<file path="config.mk">
export PLATFORM = sky130hd
export DESIGN_NAME = rx_byte_queue
export DESIGN_NICKNAME = d
export VERILOG_FILES = /design/src/rtl/rbq_pkg.sv /design/src/rtl/rbq_store.sv /design/src/rtl/rbq_thresh.sv /design/src/rtl/rbq_flags.sv /design/src/rtl/rx_byte_queue.sv
export SDC_FILE = /design/constraint.sdc
export NUM_CORES = 1
export LEC_CHECK = 0
export BUFFER_PORTS_ARGS = -buffer_cell sky130_fd_sc_hd__buf_2
export CAP_MARGIN = 20
export CORE_MARGIN = 3
export CORE_UTILIZATION = 60
export CTS_BUF_LIST = sky130_fd_sc_hd__clkbuf_16
export DETAILED_ROUTE_END_ITERATION = 10
export PLACE_DENSITY = 0.88
export SYNTH_ARGS = -nofsm -noshare
export SYNTH_HDL_FRONTEND = slang
export SYNTH_SLANG_ARGS = --single-unit
</file>
<file path="constraint.sdc">
create_clock -name clk -period 6.1 [get_ports clk]
set_clock_uncertainty 0.05 [all_clocks]
set_input_delay 1.525 -clock clk [delete_from_list [all_inputs] [get_ports clk]]
set_output_delay 1.525 -clock clk [all_outputs]
set_load 0.005 [all_outputs]
</file>
<file path="src/rtl/rbq_pkg.sv">
package rbq_pkg;

    localparam int STAT_EMPTY_BIT = 6;
    localparam int STAT_FULL_BIT  = 5;

    typedef struct packed {
        logic empty;
        logic full;
    } fill_t;

    function automatic logic [7:0] mk_status(input fill_t f);
        logic [7:0] s;
        s = '0;
        s[STAT_EMPTY_BIT] = f.empty;
        s[STAT_FULL_BIT]  = f.full;
        return s;
    endfunction

endpackage

</file>
<file path="src/rtl/rbq_store.sv">
module rbq_store #(
    parameter  int DEPTH = 16,
    parameter  int DW    = 8,
    localparam int AW    = $clog2(DEPTH),
    localparam int CW    = AW + 1
) (
    input  logic          clk,
    input  logic          rst,
    input  logic          push_valid,
    input  logic [DW-1:0] push_data,
    input  logic          pop_req,
    output logic [DW-1:0] pop_data,
    output logic [CW-1:0] count,
    output logic          drop
);
    logic [DW-1:0] mem [DEPTH];
    logic [AW-1:0] wr_ptr, rd_ptr;
    logic          empty, full, do_pop, do_push;

    assign empty   = (count == '0);
    assign full    = (count == CW'(DEPTH));
    assign do_pop  = pop_req && !empty;
    assign do_push = push_valid && (!full || do_pop);
    assign drop    = push_valid && full && !do_pop;

    always_ff @(posedge clk) begin
        if (do_push) mem[wr_ptr] <= push_data;
    end

    always_ff @(posedge clk) begin
        if (rst) begin
            wr_ptr   <= '0;
            rd_ptr   <= '0;
            count    <= '0;
            pop_data <= '0;
        end else begin
            if (do_push) wr_ptr <= wr_ptr + 1'b1;
            if (do_pop) begin
                rd_ptr   <= rd_ptr + 1'b1;
                pop_data <= mem[rd_ptr];
            end
            case ({do_push, do_pop})
                2'b10:   count <= count + 1'b1;
                2'b01:   count <= count - 1'b1;
                default: count <= count;
            endcase
        end
    end

    AST_FULL_DROP: assert property (@(posedge clk) disable iff (rst)
        (full && push_valid && !pop_req) |=> (count == $past(count)));
    AST_EMPTY_POP_HOLD: assert property (@(posedge clk) disable iff (rst)
        (empty && pop_req) |=> $stable(pop_data));
    AST_PUSH_POP_KEEP: assert property (@(posedge clk) disable iff (rst)
        (push_valid && pop_req && !empty) |=> $stable(count));
endmodule

</file>
<file path="src/rtl/rbq_thresh.sv">
module rbq_thresh #(
    parameter  int DEPTH = 16,
    localparam int AW    = $clog2(DEPTH),
    localparam int CW    = AW + 1
) (
    input  logic          clk,
    input  logic          rst,
    input  logic [CW-1:0] count,
    input  logic          thr_we,
    input  logic [AW-1:0] thr_wdata,
    input  logic          irq_clr,
    output logic [AW-1:0] thr,
    output logic          irq
);
    logic hit;

    assign hit = (count > {1'b0, thr});

    always_ff @(posedge clk) begin
        if (rst) begin
            thr <= AW'(DEPTH - 1);
            irq <= 1'b0;
        end else begin
            if (thr_we) thr <= thr_wdata;
            irq <= hit | (irq & ~irq_clr);
        end
    end

    AST_IRQ_SET: assert property (@(posedge clk) disable iff (rst)
        (count > {1'b0, thr}) |=> irq);
    AST_THR_LOAD: assert property (@(posedge clk) disable iff (rst)
        thr_we |=> (thr == $past(thr_wdata)));
endmodule

</file>
<file path="src/rtl/rbq_flags.sv">
module rbq_flags
    import rbq_pkg::*;
#(
    parameter  int DEPTH = 16,
    localparam int AW    = $clog2(DEPTH),
    localparam int CW    = AW + 1
) (
    input  logic          clk,
    input  logic          rst,
    input  logic [CW-1:0] count,
    input  logic          drop,
    input  logic          ovf_clr,
    output logic [AW-1:0] occ_m1,
    output logic [7:0]    status,
    output logic          ovf
);
    fill_t fill;
    logic [CW-1:0] cnt_dec;

    assign fill.empty = (count == '0);
    assign fill.full  = (count == CW'(DEPTH));
    assign cnt_dec    = count - 1'b1;
    assign occ_m1     = fill.empty ? '0 : cnt_dec[AW-1:0];
    assign status     = mk_status(fill);

    always_ff @(posedge clk) begin
        if (rst) ovf <= 1'b0;
        else     ovf <= drop | (ovf & ~ovf_clr);
    end

    AST_OVF_STICKY: assert property (@(posedge clk) disable iff (rst)
        (ovf && !ovf_clr) |=> ovf);
    AST_STATUS_EXCL: assert property (@(posedge clk) disable iff (rst)
        !(status[STAT_EMPTY_BIT] && status[STAT_FULL_BIT]));
endmodule

</file>
<file path="src/rtl/rx_byte_queue.sv">
module rx_byte_queue #(
    parameter  int DEPTH = 16,
    localparam int AW    = $clog2(DEPTH),
    localparam int CW    = AW + 1
) (
    input  logic          clk,
    input  logic          rst,
    input  logic          push_valid,
    input  logic [7:0]    push_byte,
    input  logic          pop_req,
    input  logic          thr_we,
    input  logic [AW-1:0] thr_wdata,
    input  logic          irq_clr,
    input  logic          ovf_clr,
    output logic [7:0]    pop_byte,
    output logic [AW-1:0] occ_m1,
    output logic [7:0]    status_byte,
    output logic [AW-1:0] thr_q,
    output logic          irq_stat,
    output logic          ovf_flag
);
    logic [CW-1:0] count;
    logic          drop;

    rbq_store #(.DEPTH(DEPTH), .DW(8)) u_store (
        .clk(clk), .rst(rst),
        .push_valid(push_valid), .push_data(push_byte),
        .pop_req(pop_req), .pop_data(pop_byte),
        .count(count), .drop(drop)
    );

    rbq_thresh #(.DEPTH(DEPTH)) u_thresh (
        .clk(clk), .rst(rst), .count(count),
        .thr_we(thr_we), .thr_wdata(thr_wdata), .irq_clr(irq_clr),
        .thr(thr_q), .irq(irq_stat)
    );

    rbq_flags #(.DEPTH(DEPTH)) u_flags (
        .clk(clk), .rst(rst), .count(count), .drop(drop), .ovf_clr(ovf_clr),
        .occ_m1(occ_m1), .status(status_byte), .ovf(ovf_flag)
    );
endmodule

</file>
# Word level (Yosys, flattened, before mapping)

Memories as Yosys holds them, arrays and structs flattened. A register that Yosys moved wholly into a read port is not among the register bits.
Cells that the tools add are included.

Output and inout bits: 26
Word-level logic and storage cells: 35
Register bits: 19
Input bits: 19
Memories kept: 1
Bits in writable memories: 128

Memory list:

| name        | words | bits a word | read ports | clocked after memory_dff | write ports | RTL line        | RTL |
|---|---|---|---|---|---|---|---|
| u_store.mem | 16    | 8           | 1          | 1                        | 1           | rbq_store.sv:16 | `logic [DW-1:0] mem [DEPTH];` |

Order comparisons: 1
Reduce and logical (&&, ||, !) cells: 10
Multiplexer cells: 4
Equal/unequal tests: 3
Bitwise logic cells: 6
$add $sub $neg: 4

Operators by type and width:

| operator            | number |
|---|---|
| $pmux 5 s2          | 1 |
| $add 4x1->4 const B | 2 |
| $add 5x1->5 const B | 1 |
| $eq 5x5->1 const B  | 1 |
| $gt 5x4->1          | 1 |
| $logic_not 5->1     | 1 |
| $sub 5x1->5 const B | 1 |
| $logic_and 1x1->1   | 4 |
| $mux 4              | 1 |
| $logic_not 1->1     | 3 |
| $and 1x1->1         | 2 |
| $eq 2x1->1 const B  | 1 |
| $eq 2x2->1 const B  | 1 |
| $mux 1              | 2 |
| $not 1->1           | 2 |
| $or 1x1->1          | 2 |
| $reduce_bool 2->1   | 1 |
| $logic_or 1x1->1    | 1 |

# Longest topological paths before layout

Gate-level depths: netlist of run 1.

Depth in word-level cells: 7
Mapped depth: 12
Depth with buffers taken out: 11

# Modules after synthesis

Synthesis of run 1 repeated with hierarchy kept, for this count alone.

Cell total of the unflattened synthesis: 392
Area, all modules: 6597.6 µm²

By module, submodules not included:

| module     | cells an instance | seq. area each (µm²) | area each (µm²) | times used |
|---|---|---|---|---|
| rbq_store  | 335               | 4264.1               | 6102.1          | 1 |
| rbq_thresh | 30                | 100.1                | 295.3           | 1 |
| rbq_flags  | 27                | 20.0                 | 200.2           | 1 |

# Least setup slack after synthesis of run 1

Ideal clock, no wire load.

Path kind: input to register
Start: input port pop_req
End: memory u_store.mem[3][0], enable pin
Path buffers: 1
Path slack: 3.135 ns
Stages: 4
Library setup time: 0.383 ns
Arrival time: 2.532 ns
Required time: 5.667 ns
Cell sequence: o21a_1 buf_2 nand2_1 nor3_1

Cells in the longest elaborated chain, start to end: 5

Ends and longest elaborated chain:

| what                         | RTL line            | RTL |
|---|---|---|
| from (decl)                  | rx_byte_queue.sv:10 | `input logic pop_req,` |
| $logic_and 1x1->1            | rbq_store.sv:22     | `assign do_pop = pop_req && !empty;` |
| $logic_or 1x1->1             | rbq_store.sv:23     | `assign do_push = push_valid && (!full \|\| do_pop);` |
| $logic_and 1x1->1            | rbq_store.sv:23     |  |
| $mux 1                       | rbq_store.sv:27     | `if (do_push) mem[wr_ptr] <= push_data;` |
| $mux 1 (not written as such) | rbq_store.sv:27     |  |
| to (decl)                    | rbq_store.sv:16     |  |

No other way between the ends.

# Worst setup path after layout of run 1

Start: register u_store.count[0]
End: output port occ_m1[3]

Cells in the longest elaborated chain, start to end: 2
Elaborated cells on any way between the ends: 3
Those cells by class: 1 x add/sub; 1 x mux; 1 x reduce/logical

Ends and longest elaborated chain:

| what                                           | RTL line                         | RTL |
|---|---|---|
| from (decl)                                    | rbq_store.sv:13                  | `output logic [CW-1:0] count,` |
| from (signal assigned)                         | rbq_store.sv:43                  | `2'b10: count <= count + 1'b1;` |
| from (signal assigned)                         | rbq_store.sv:44                  | `2'b01: count <= count - 1'b1;` |
| from (signal assigned)                         | rbq_store.sv:45                  | `default: count <= count;` |
| $sub 5x1->5 or $logic_not 5->1 (tied branches) | rbq_flags.sv:22, rbq_flags.sv:20 |  |
| $mux 4 (*)                                     | rbq_flags.sv:23                  | `assign occ_m1 = fill.empty ? '0 : cnt_dec[AW-1:0];` |
| to (decl)                                      | rx_byte_queue.sv:16              | `output logic [AW-1:0] occ_m1,` |

Mark *: on every way between the ends. The rest lies on a longest branch, timed or not.

==> out/qor.csv, run 1 <==
metric,value,unit
outcome,finished clean,
CTS max path bufs,2,
CP Launch Type,flip-flop,
clock-pin transition on the worst setup and hold timing paths,0.06,ns
Sw Pwr,728,uW
Vias,3348,
HPWL after DPL,7710,um
worst min-delay path class,reg -> reg,
Worst EP required,4.53,ns
Core Area,10000,um2
asr flop ratio synth,0,
H-tree levels,4,
"EDFF count, synth",128,
Max Fclk,0.296,GHz
hold path depth,1,
drt pass-1 iters,5,
die extent in x,109,um
Die Y,109,um
Simple-Gate Fraction of Synth Area,0.0509,
critical path arrival,1.80,ns
Port Buffers,38,
# clock sinks,155,
synth cell count leaders,"edfxtp_1, mux4_2, nor2_1",
# fillers,591,
synth unique cells,34,
Area contributors post-synth,"edfxtp_1, mux4_2, dfxtp_1, mux2i_1, ha_1",
Crit path buffers/inverters,2,
part of the power in combinational logic,0.165,
Tmin final,3.38,ns
DR iter-0 viols,436,
GPL Wtd Cong,0.932,
top cell type's share of synthesized area,0.608,
initial antenna violation count,0,
Final period util,0.554,
Skew-Pair Late Insertion Delay,0.42,ns
synthesized flop and latch total,155,
post-synth top area cell,edfxtp_1,
crit end category,output pin,
"CP delay by family, top",simple AND/OR/NAND/NOR gates,
Setup Buffers After CTS,0,
Clk pwr share,0.379,
crit path max fanout,6,
wire per inst,22.3,um
GR Overflow Total,0,
cell depth of the worst setup path,5,
critical path class,reg -> out,
ordered cell list for the critical path,inv_1 > ha_1 > nor4b_4 > nor2_1 > buf_2,
CTS Hold Buffers Added,0,
Layout Area Growth over Synthesis,13.2,%
RSZ-0062 raised after global routing,no,
main combinational cell family by area after synthesis,multiplexers,
diode count,0,
Leak,0.00246,uW
Syn Std Cell Area,6320,um2
crit-path max cell delay,0.38,ns
root buf cell,clkbuf_16,
Slew @ Worst Pin,1.06,ns
max_slew headroom,0.293,
cts bufs inserted,17,
Mapped Cells,368,
largest net degree at the start of global routing,35,
FP Rows,36,
die area,11800,um2
ys flop type,edfxtp_1,
Global Route Usage Sum,0.230,
R2R depth,11,
Slew Limit Fails,0,
most common cell in the netlist,edfxtp_1,
peak supply drop,269,uV
Residual DRC,0,
wire length of the first global-routing pass,18900,um
I/O pin count,45,
NumNets Final,439,
setup TNS,0,ns
vias in the first global route,3385,
xor and xnor area share after synthesis,0.0166,
Power per Cell Area,391,nW/um2
Post-Synth Adder-Cell Area,0.0238,
Starting Density,0.632,
CTS tree,built,
DR vias/cell,6.05,
Synthesis Warnings,0,
CTS resizes,0,
post-synthesis sequential area ratio,0.694,
Mapped Avg Cell Area,17.2,um2
sequential share of power,0.456,
share of post-route cells with drive strength above 1,0.260,
number of max-cap violations,0,
ANT nets after route,0,
critical path's slowest cell,dfxtp_1,
# placed instances,518,
final wirelength,12300,um
Sw Share,0.260,
mux contribution to synthesized area,0.143,
Compound-Gate Fraction of Synth Area,0.0358,
"non-filler cells, final",553,
endpoints failing setup,0,
final hold vios,0,
P_int,2070,uW
==> sequential cells by signal, summed over array words and instances (netlist names) <==
name and flops:
u_store.mem 128, u_thresh.thr 4, u_store.count 5, u_store.wr_ptr 4
u_store.rd_ptr 4, u_flags.ovf 1, u_store.pop_data 8, u_thresh.irq 1
==> cells by family (layout without fill, tap and decap cells) <==
group | Yosys count | in the layout
XOR/XNOR | 12 | 12
AO/OA/AOI/OAI | 33 | 33
flip-flops | 155 | 155
buffers and inverters | 40 | 87
adder cells (fa/ha/maj) | 12 | 12
multiplexers | 50 | 50
other | 1 | 6
AND/OR/NAND/NOR | 65 | 65
==> power groups by stage <==
| stage | combinational, uW | sequential [uW] | clock (uW) |
|---|---|---|---|
| final | 462 | 1280 | 1060 |
| after global placement | 438 | 1290 | 0 |
| after global routing | 508 | 1290 | 1110 |
| after CTS | 459 | 1280 | 1070 |
| after floorplan | 384 | 1250 | 0 |
| after detailed placement | 454 | 1300 | 0 |
==> worst reg2reg max path, cell delays in order (launching register included) <==
cell	delay, ns
dfxtp_1	0.38
inv_1	0.14
ha_1	0.29
nor4b_4	0.36
nand2b_1	0.46
inv_4	0.11
ha_1	0.29
nor2b_1	0.21
nand3_1	0.10
a21oi_1	0.19
xnor2_1	0.14
nor2_1	0.05
==> cell type report <==
cell class / instances / area (um2) / share of cell area
sequential: 155 / 4390 / 0.613
multi-input combinational: 178 / 1730 / 0.241
clock buffer: 17 / 425 / 0.0595
timing repair buffer: 44 / 233 / 0.0325
clock inverter: 14 / 170 / 0.0238
tap: 133 / 166 / 0.0233
inverter: 12 / 47.5 / 0.00665
==> metal layers <==
| layer | global-route usage | up-vias | share of wire |
|---|---|---|---|
| met5 | 0 | - | 0 |
| met4 | 0.0938 | 0 | 0.024 |
| met3 | 0.0716 | 27 | 0.067 |
| met2 | 0.370 | 144 | 0.51 |
| met1 | 0.295 | 1688 | 0.40 |
| li1 | - | 1489 | - |
==> layout by cell type, fill, tap and decap left out, types with 2 or more instances in the layout <==
cell type	instances
inv_1	12
dfxtp_1	26
mux2i_1	18
bufinv_16	3
ha_1	12
nor3_1	5
nor2_1	32
o22ai_1	8
nand2_1	12
conb_1	6
xor2_1	6
mux4_2	32
o21ai_0	2
inv_6	3
buf_2	38
clkbuf_16	17
nand3_1	2
or3_1	2
clkinv_2	2
a21oi_1	7
buf_4	2
o211ai_1	3
nand4_1	3
nand2b_1	3
nor2b_1	3
xnor2_1	6
clkinv_4	2
clkbuf_4	3
edfxtp_1	128
o21a_1	3
a31o_1	8
==> final timing paths <==
path | start | endpoint | slack, ns
worst max-delay path | u_store.count[0]$_SDFFE_PP0P_ | occ_m1[3] | 2.72
worst min-delay path | u_store.pop_data[7]$_SDFFE_PP0P_ | u_store.pop_data[7]$_SDFFE_PP0P_ | 0.42
worst max register to register | u_store.count[0]$_SDFFE_PP0P_ | u_store.count[4]$_SDFFE_PP0P_ | 3.22
worst min register to register | u_store.pop_data[7]$_SDFFE_PP0P_ | u_store.pop_data[7]$_SDFFE_PP0P_ | 0.42
==> per-stage QoR <==
step	utilization	total power (uW)	setup slack (ns)	hold WS, ns	instance area [um2]
global placement	0.653	1730	2.62	0.402	6530
finish	0.715	2800	2.72	0.420	7150
floorplan	-	1630	3.13	0.423	6340
detailed placement	0.653	1750	2.40	0.413	6530
global route	0.715	2910	2.59	0.450	7150
CTS	0.713	2810	2.72	0.427	7130
(Power assumes the default switching activity.)
==> run 2, diff against run 1 <==
--- a/config.mk
+++ b/config.mk
@@ -8,10 +8,10 @@
 export BUFFER_PORTS_ARGS = -buffer_cell sky130_fd_sc_hd__buf_2
 export CAP_MARGIN = 20
 export CORE_MARGIN = 3
-export CORE_UTILIZATION = 60
+export CORE_UTILIZATION = 54
 export CTS_BUF_LIST = sky130_fd_sc_hd__clkbuf_16
 export DETAILED_ROUTE_END_ITERATION = 10
-export PLACE_DENSITY = 0.88
+export PLACE_DENSITY = 0.84
 export SYNTH_ARGS = -nofsm -noshare
 export SYNTH_HDL_FRONTEND = slang
 export SYNTH_SLANG_ARGS = --single-unit
==> constraint.sdc (replaced) <==
create_clock -name clk -period 2.71 [get_ports clk]
set_clock_uncertainty 0.05 [all_clocks]
set_input_delay 0.6775 -clock clk [delete_from_list [all_inputs] [get_ports clk]]
set_output_delay 0.6775 -clock clk [all_outputs]
set_load 0.005 [all_outputs]
==> out/qor.csv, run 2 (synthesis results as in run 1) <==
metric,value,unit
outcome,finished clean,
root buf cell,clkbuf_16,
critical path arrival,2.86,ns
final hold vios,0,
die area,13000,um2
critical path class,reg -> reg,
drt pass-1 iters,5,
Slew Limit Fails,0,
Finished Cell Area,7330,um2
number of max-cap violations,0,
share of post-route cells with drive strength above 1,0.288,
endpoints failing setup,0,
largest net degree at the start of global routing,35,
crit end category,flip-flop,
Final period util,0.942,
max reg flops,128,
"CP delay by family, top",simple AND/OR/NAND/NOR gates,
# fillers,717,
crit-path max cell delay,0.46,ns
Residual DRC,0,
RR Startpoint,u_store.count[0]$_SDFFE_PP0P_,
most frequent cells in the layout,"edfxtp_1, buf_2, nor2_1, mux4_2, dfxtp_1",
initial antenna violation count,0,
final wirelength,12400,um
wire length of the first global-routing pass,19500,um
Global Route Usage Sum,0.202,
DR iter-0 viols,267,
DR vias/cell,5.94,
Die Y,114,um
CTS Hold Buffers Added,0,
I/O pin count,45,
biggest regs,"u_store.mem x128, u_store.pop_data x8, u_store.count x5",
GR Overflow Total,0,
setup TNS,0,ns
ANT nets after route,0,
hold path depth,1,
FP Rows,38,
Reg2Reg Setup Slack,0.16,ns
"worst slack, placed",0.177,ns
Vias,3428,
vias in the first global route,3547,
Biggest register,u_store.mem,
GPL Wtd Cong,0.812,
die extent in x,114,um
# clock sinks,155,
wire per inst,21.5,um
ordered cell list for the critical path,inv_1 > ha_1 > nor4b_4 > nand2b_1 > buf_4 > or3_1 > o22ai_1 > a31o_1,
peak supply drop,733,uV
Starting Density,0.568,
Max Fclk,0.392,GHz
final worst slack,0.158,ns
WHS Endpoint,u_store.pop_data[7]$_SDFFE_PP0P_,
Layout Area Growth over Synthesis,15.9,%
diode count,0,
"most common cell after layout, fill and taps aside",edfxtp_1,
H-tree levels,4,
min-delay src,u_store.pop_data[7]$_SDFFE_PP0P_,
HPWL after DPL,7980,um
NumNets Final,455,
placed cell area,6700,um2
crit path max fanout,10,
CTS tree,built,
clock-pin transition on the worst setup and hold timing paths,0.06,ns
critical path's slowest cell,dfxtp_1,
CTS max path bufs,2,
Crit path buffers/inverters,2,
CP Launch Type,flip-flop,
reg-to-reg critical path endpoint,u_store.pop_data[1]$_SDFFE_PP0P_,
Core Area,11100,um2
RSZ-0062 raised after global routing,no,
Port Buffers,38,
Tmin final,2.55,ns
worst min-delay path class,reg -> reg,
Skew-Pair Late Insertion Delay,0.41,ns
cts bufs inserted,17,
Power per Cell Area,876,nW/um2
R2R depth,8,
Leak,0.00256,uW
Worst EP required,3.01,ns
-- run 2: final cells by class --
cell class,instances,area (um2),share of cell area
timing repair buffer,60,368,0.0502
tap,140,175,0.0239
clock inverter,15,196,0.0268
clock buffer,17,425,0.0581
inverter,12,47.5,0.00649
sequential,155,4390,0.599
multi-input combinational,178,1730,0.236
-- run 2: how the worst max path moves through the flow --
stage | startpoint | endpoint | depth (start not counted)
final | u_store.count[0]$_SDFFE_PP0P_ | u_store.pop_data[1]$_SDFFE_PP0P_ | 8
after global routing | u_store.count[0]$_SDFFE_PP0P_ | u_store.count[4]$_SDFFE_PP0P_ | 11
after CTS | u_store.count[0]$_SDFFE_PP0P_ | u_store.count[4]$_SDFFE_PP0P_ | 11
after detailed placement | u_store.count[0]$_SDFFE_PP0P_ | u_store.count[4]$_SDFFE_PP0P_ | 11
after global placement | u_store.count[0]$_SDFFE_PP0P_ | u_store.count[4]$_SDFFE_PP0P_ | 11
after floorplan | u_store.count[0]$_SDFFE_PP0P_ | u_store.mem[3][0]$_DFFE_PP_ | 7
-- run 2: per-stage QoR --
stage / total power (uW) / utilization / cells / hold WS (ns)
after CTS: 6470 / 0.658 / 577 / 0.423
after global routing: 6670 / 0.658 / 577 / 0.445
final: 6420 / 0.658 / 577 / 0.432
after detailed placement: 4010 / 0.602 / 545 / 0.417
after floorplan: 3670 / - / 373 / 0.423
after global placement: 3950 / 0.602 / 545 / 0.410
-- run 2: repair_timing --
action                                  in CTS  in global routing
endpoints found under the setup margin       0                  2
setup buffers                                0                  0
resized for setup                            0                  1
endpoints found under the hold margin        0                  0
-- run 2: power by group --
| part | switching [uW] | internal, uW | total (uW) |
|---|---|---|---|
| clock network | 915 | 1540 | 2460 |
| registers | 107 | 2690 | 2800 |
| logic | 610 | 554 | 1160 |
| total | 1630 | 4790 | 6420 |
-- run 2: layer usage --
| metal | global-route usage | part of all wire | wire length [um] |
|---|---|---|---|
| met3 | 0.0492 | 0.064 | 788 |
| met2 | 0.336 | 0.52 | 6420 |
| met5 | 0 | 0 | 0 |
| met4 | 0.0895 | 0.024 | 293 |
| met1 | 0.253 | 0.39 | 4890 |
==> run 3, diff against run 2 <==
--- a/config.mk
+++ b/config.mk
@@ -5,13 +5,15 @@
 export SDC_FILE = /design/constraint.sdc
 export NUM_CORES = 1
 export LEC_CHECK = 0
+export ABC_AREA = 1
 export BUFFER_PORTS_ARGS = -buffer_cell sky130_fd_sc_hd__buf_2
 export CAP_MARGIN = 20
-export CORE_MARGIN = 3
+export CORE_MARGIN = 2
 export CORE_UTILIZATION = 54
 export CTS_BUF_LIST = sky130_fd_sc_hd__clkbuf_16
 export DETAILED_ROUTE_END_ITERATION = 10
 export PLACE_DENSITY = 0.84
+export SKIP_LAST_GASP = 1
 export SYNTH_ARGS = -nofsm -noshare
 export SYNTH_HDL_FRONTEND = slang
 export SYNTH_SLANG_ARGS = --single-unit
==> out/qor.csv, run 3 <==
metric,value,unit
Leak,0.00349,uW
largest net degree at the start of global routing,67,
Skew-Pair Late Insertion Delay,0.42,ns
Global Route Usage Sum,0.226,
Clk pwr share,0.357,
DR vias/cell,5.29,
CTS Hold Buffers Added,0,
diode count,0,
asr flop ratio synth,0,
most frequent cells in the layout,"nand2_1, edfxtp_1, inv_1, nand3_1, buf_2",
P_int,5090,uW
CP Launch Type,flip-flop,
RSZ-0062 raised after global routing,no,
wire length of the first global-routing pass,24000,um
Syn Std Cell Area,6940,um2
# clock sinks,155,
worst min-delay path class,in -> reg,
synth unique cells,24,
CTS tree,built,
crit path max fanout,6,
NumNets Final,791,
crit end category,output pin,
endpoints failing setup,0,
Slew @ Worst Pin,0.705,ns
most common cell in the netlist,nand2_1,
Mapped Cells,716,
Most Frequent Cell on Critical Path,inv_1,
final hold vios,0,
GPL Wtd Cong,0.884,
# fillers,925,
Power per Cell Area,940,nW/um2
Setup Buffers After CTS,0,
critical path's slowest cell,dfxtp_1,
Residual DRC,0,
post-synthesis sequential area ratio,0.632,
post-synth top area cell,edfxtp_1,
setup TNS,0,ns
Port Buffers,38,
GR Overflow Total,0,
Layout Area Growth over Synthesis,14.4,%
Worst EP required,1.98,ns
Slew Limit Fails,0,
top cell type's share of synthesized area,0.554,
drt pass-1 iters,5,
ANT nets after route,0,
cts bufs inserted,17,
Crit path buffers/inverters,4,
sequential share of power,0.378,
share of post-route cells with drive strength above 1,0.128,
vias in the first global route,4788,
Biggest register,u_store.mem,
"CP delay by family, top",simple AND/OR/NAND/NOR gates,
HPWL after DPL,9210,um
Mapped Avg Cell Area,9.69,um2
crit-path max cell delay,0.35,ns
"non-filler cells, final",945,
critical path arrival,1.78,ns
max_slew headroom,0.530,
outcome,finished clean,
H-tree levels,4,
number of max-cap violations,0,
Vias,5002,
die area,13800,um2
clock-pin transition on the worst setup and hold timing paths,0.06,ns
FP Rows,41,
ys flop type,edfxtp_1,
Starting Density,0.552,
Sw Pwr,2370,uW
initial antenna violation count,0,
part of the power in combinational logic,0.265,
CTS max path bufs,2,
peak supply drop,512,uV
Synthesis Warnings,0,
DR iter-0 viols,603,
Area contributors post-synth,"edfxtp_1, nand2_1, dfxtp_1, nand3_1, inv_1",
CTS resizes,0,
biggest regs,"u_store.mem x128, u_store.pop_data x8, u_store.count x5",
"EDFF count, synth",128,
wire per inst,16.0,um
synth cell count leaders,"nand2_1, edfxtp_1, inv_1",
Max Fclk,0.399,GHz
Core Area,12600,um2
Sw Share,0.318,
ordered cell list for the critical path,inv_1 > ha_1 > nand4_2 > inv_1 > or2_2 > inv_1 > buf_2,
critical path class,reg -> out,
final wirelength,15100,um
I/O pin count,45,
die extent in x,117,um
synthesized flop and latch total,155,
Final period util,0.925,
"most common cell after layout, fill and taps aside",nand2_1,
max reg flops,128,
Tmin final,2.51,ns
root buf cell,clkbuf_16,
# placed instances,913,
Hold Worst Slack,0.423,ns
Die Y,117,um
==> run 3: cell types whose count changed after synthesis, sizes merged, moves of 15 or more <==
cell and change:
mux4 -32, o21ai +15, inv +91, a21oi +15
mux2i -18, nand2 +214, nand3 +91
==> run 3: layout make-up <==
cell class              instances  area (um2)  area share
clock buffers                  17         425      0.0536
flip-flops and latches        155        4390       0.553
well taps                     172         215      0.0271
multi-input cells             424        1930       0.243
clock inverters                15         243      0.0306
inverters                     105         394      0.0497
repair buffers                 57         345      0.0435
==> run 3: tightest hold or removal path, stage by stage <==
cell	delay, ns
buf_2	0.08
a21oi_1	0.05
o21ai_0	0.06
==> run 3: final timing paths <==
| check | start | end | slack (ns) | depth (start not counted) |
|---|---|---|---|---|
| max | u_store.count[0]$_SDFFE_PP0P_ | occ_m1[1] | 0.20 | 7 |
| min reg2reg | u_flags.ovf$_SDFF_PP0_ | u_flags.ovf$_SDFF_PP0_ | 0.44 | 2 |
| min | thr_wdata[2] | u_thresh.thr[2]$_SDFFE_PP1P_ | 0.42 | 3 |
| max reg2reg | u_store.count[0]$_SDFFE_PP0P_ | u_store.mem[10][3]$_DFFE_PP_ | 0.42 | 9 |
==> run 3: per-layer routing <==
metal  part of all wire  GRT usage
met5                  0          0
met4              0.026     0.0994
met1               0.40      0.285
met2               0.49      0.365
met3              0.093     0.0642
==> run 3: kinds of logic (layout without fill, tap and decap cells) <==
family / count (synthesis) / count (layout) / share of synthesized area
flip-flops: 155 / 155 / 0.632
XOR/XNOR: 7 / 7 / 0.00884
adder cells (fa/ha/maj): 12 / 12 / 0.0216
AND/OR/NAND/NOR: 358 / 358 / 0.213
buffers and inverters: 142 / 194 / 0.0931
other: 1 / 6 / 0.000541
AO/OA/AOI/OAI: 41 / 41 / 0.0307
==> run 3: power groups by stage <==
stage               clock network (uW)  registers, uW  logic (uW)
detailed placement                   0           2860        1920
global placement                     0           2860        1880
floorplan                            0           2850        1450
CTS                               2690           2820        1960
finish                            2670           2820        1980
global route                      2780           2830        2210
==> run 3: per-stage QoR <==
stage	total power, uW	worst slack [ns]	util	cell area [um2]
after detailed placement	4790	0.435	0.578	7270
after global placement	4750	0.537	0.578	7270
after floorplan	4290	0.718	-	6960
final	7460	0.204	0.631	7940
after CTS	7470	0.186	0.631	7940
after global routing	7820	0.0955	0.631	7940
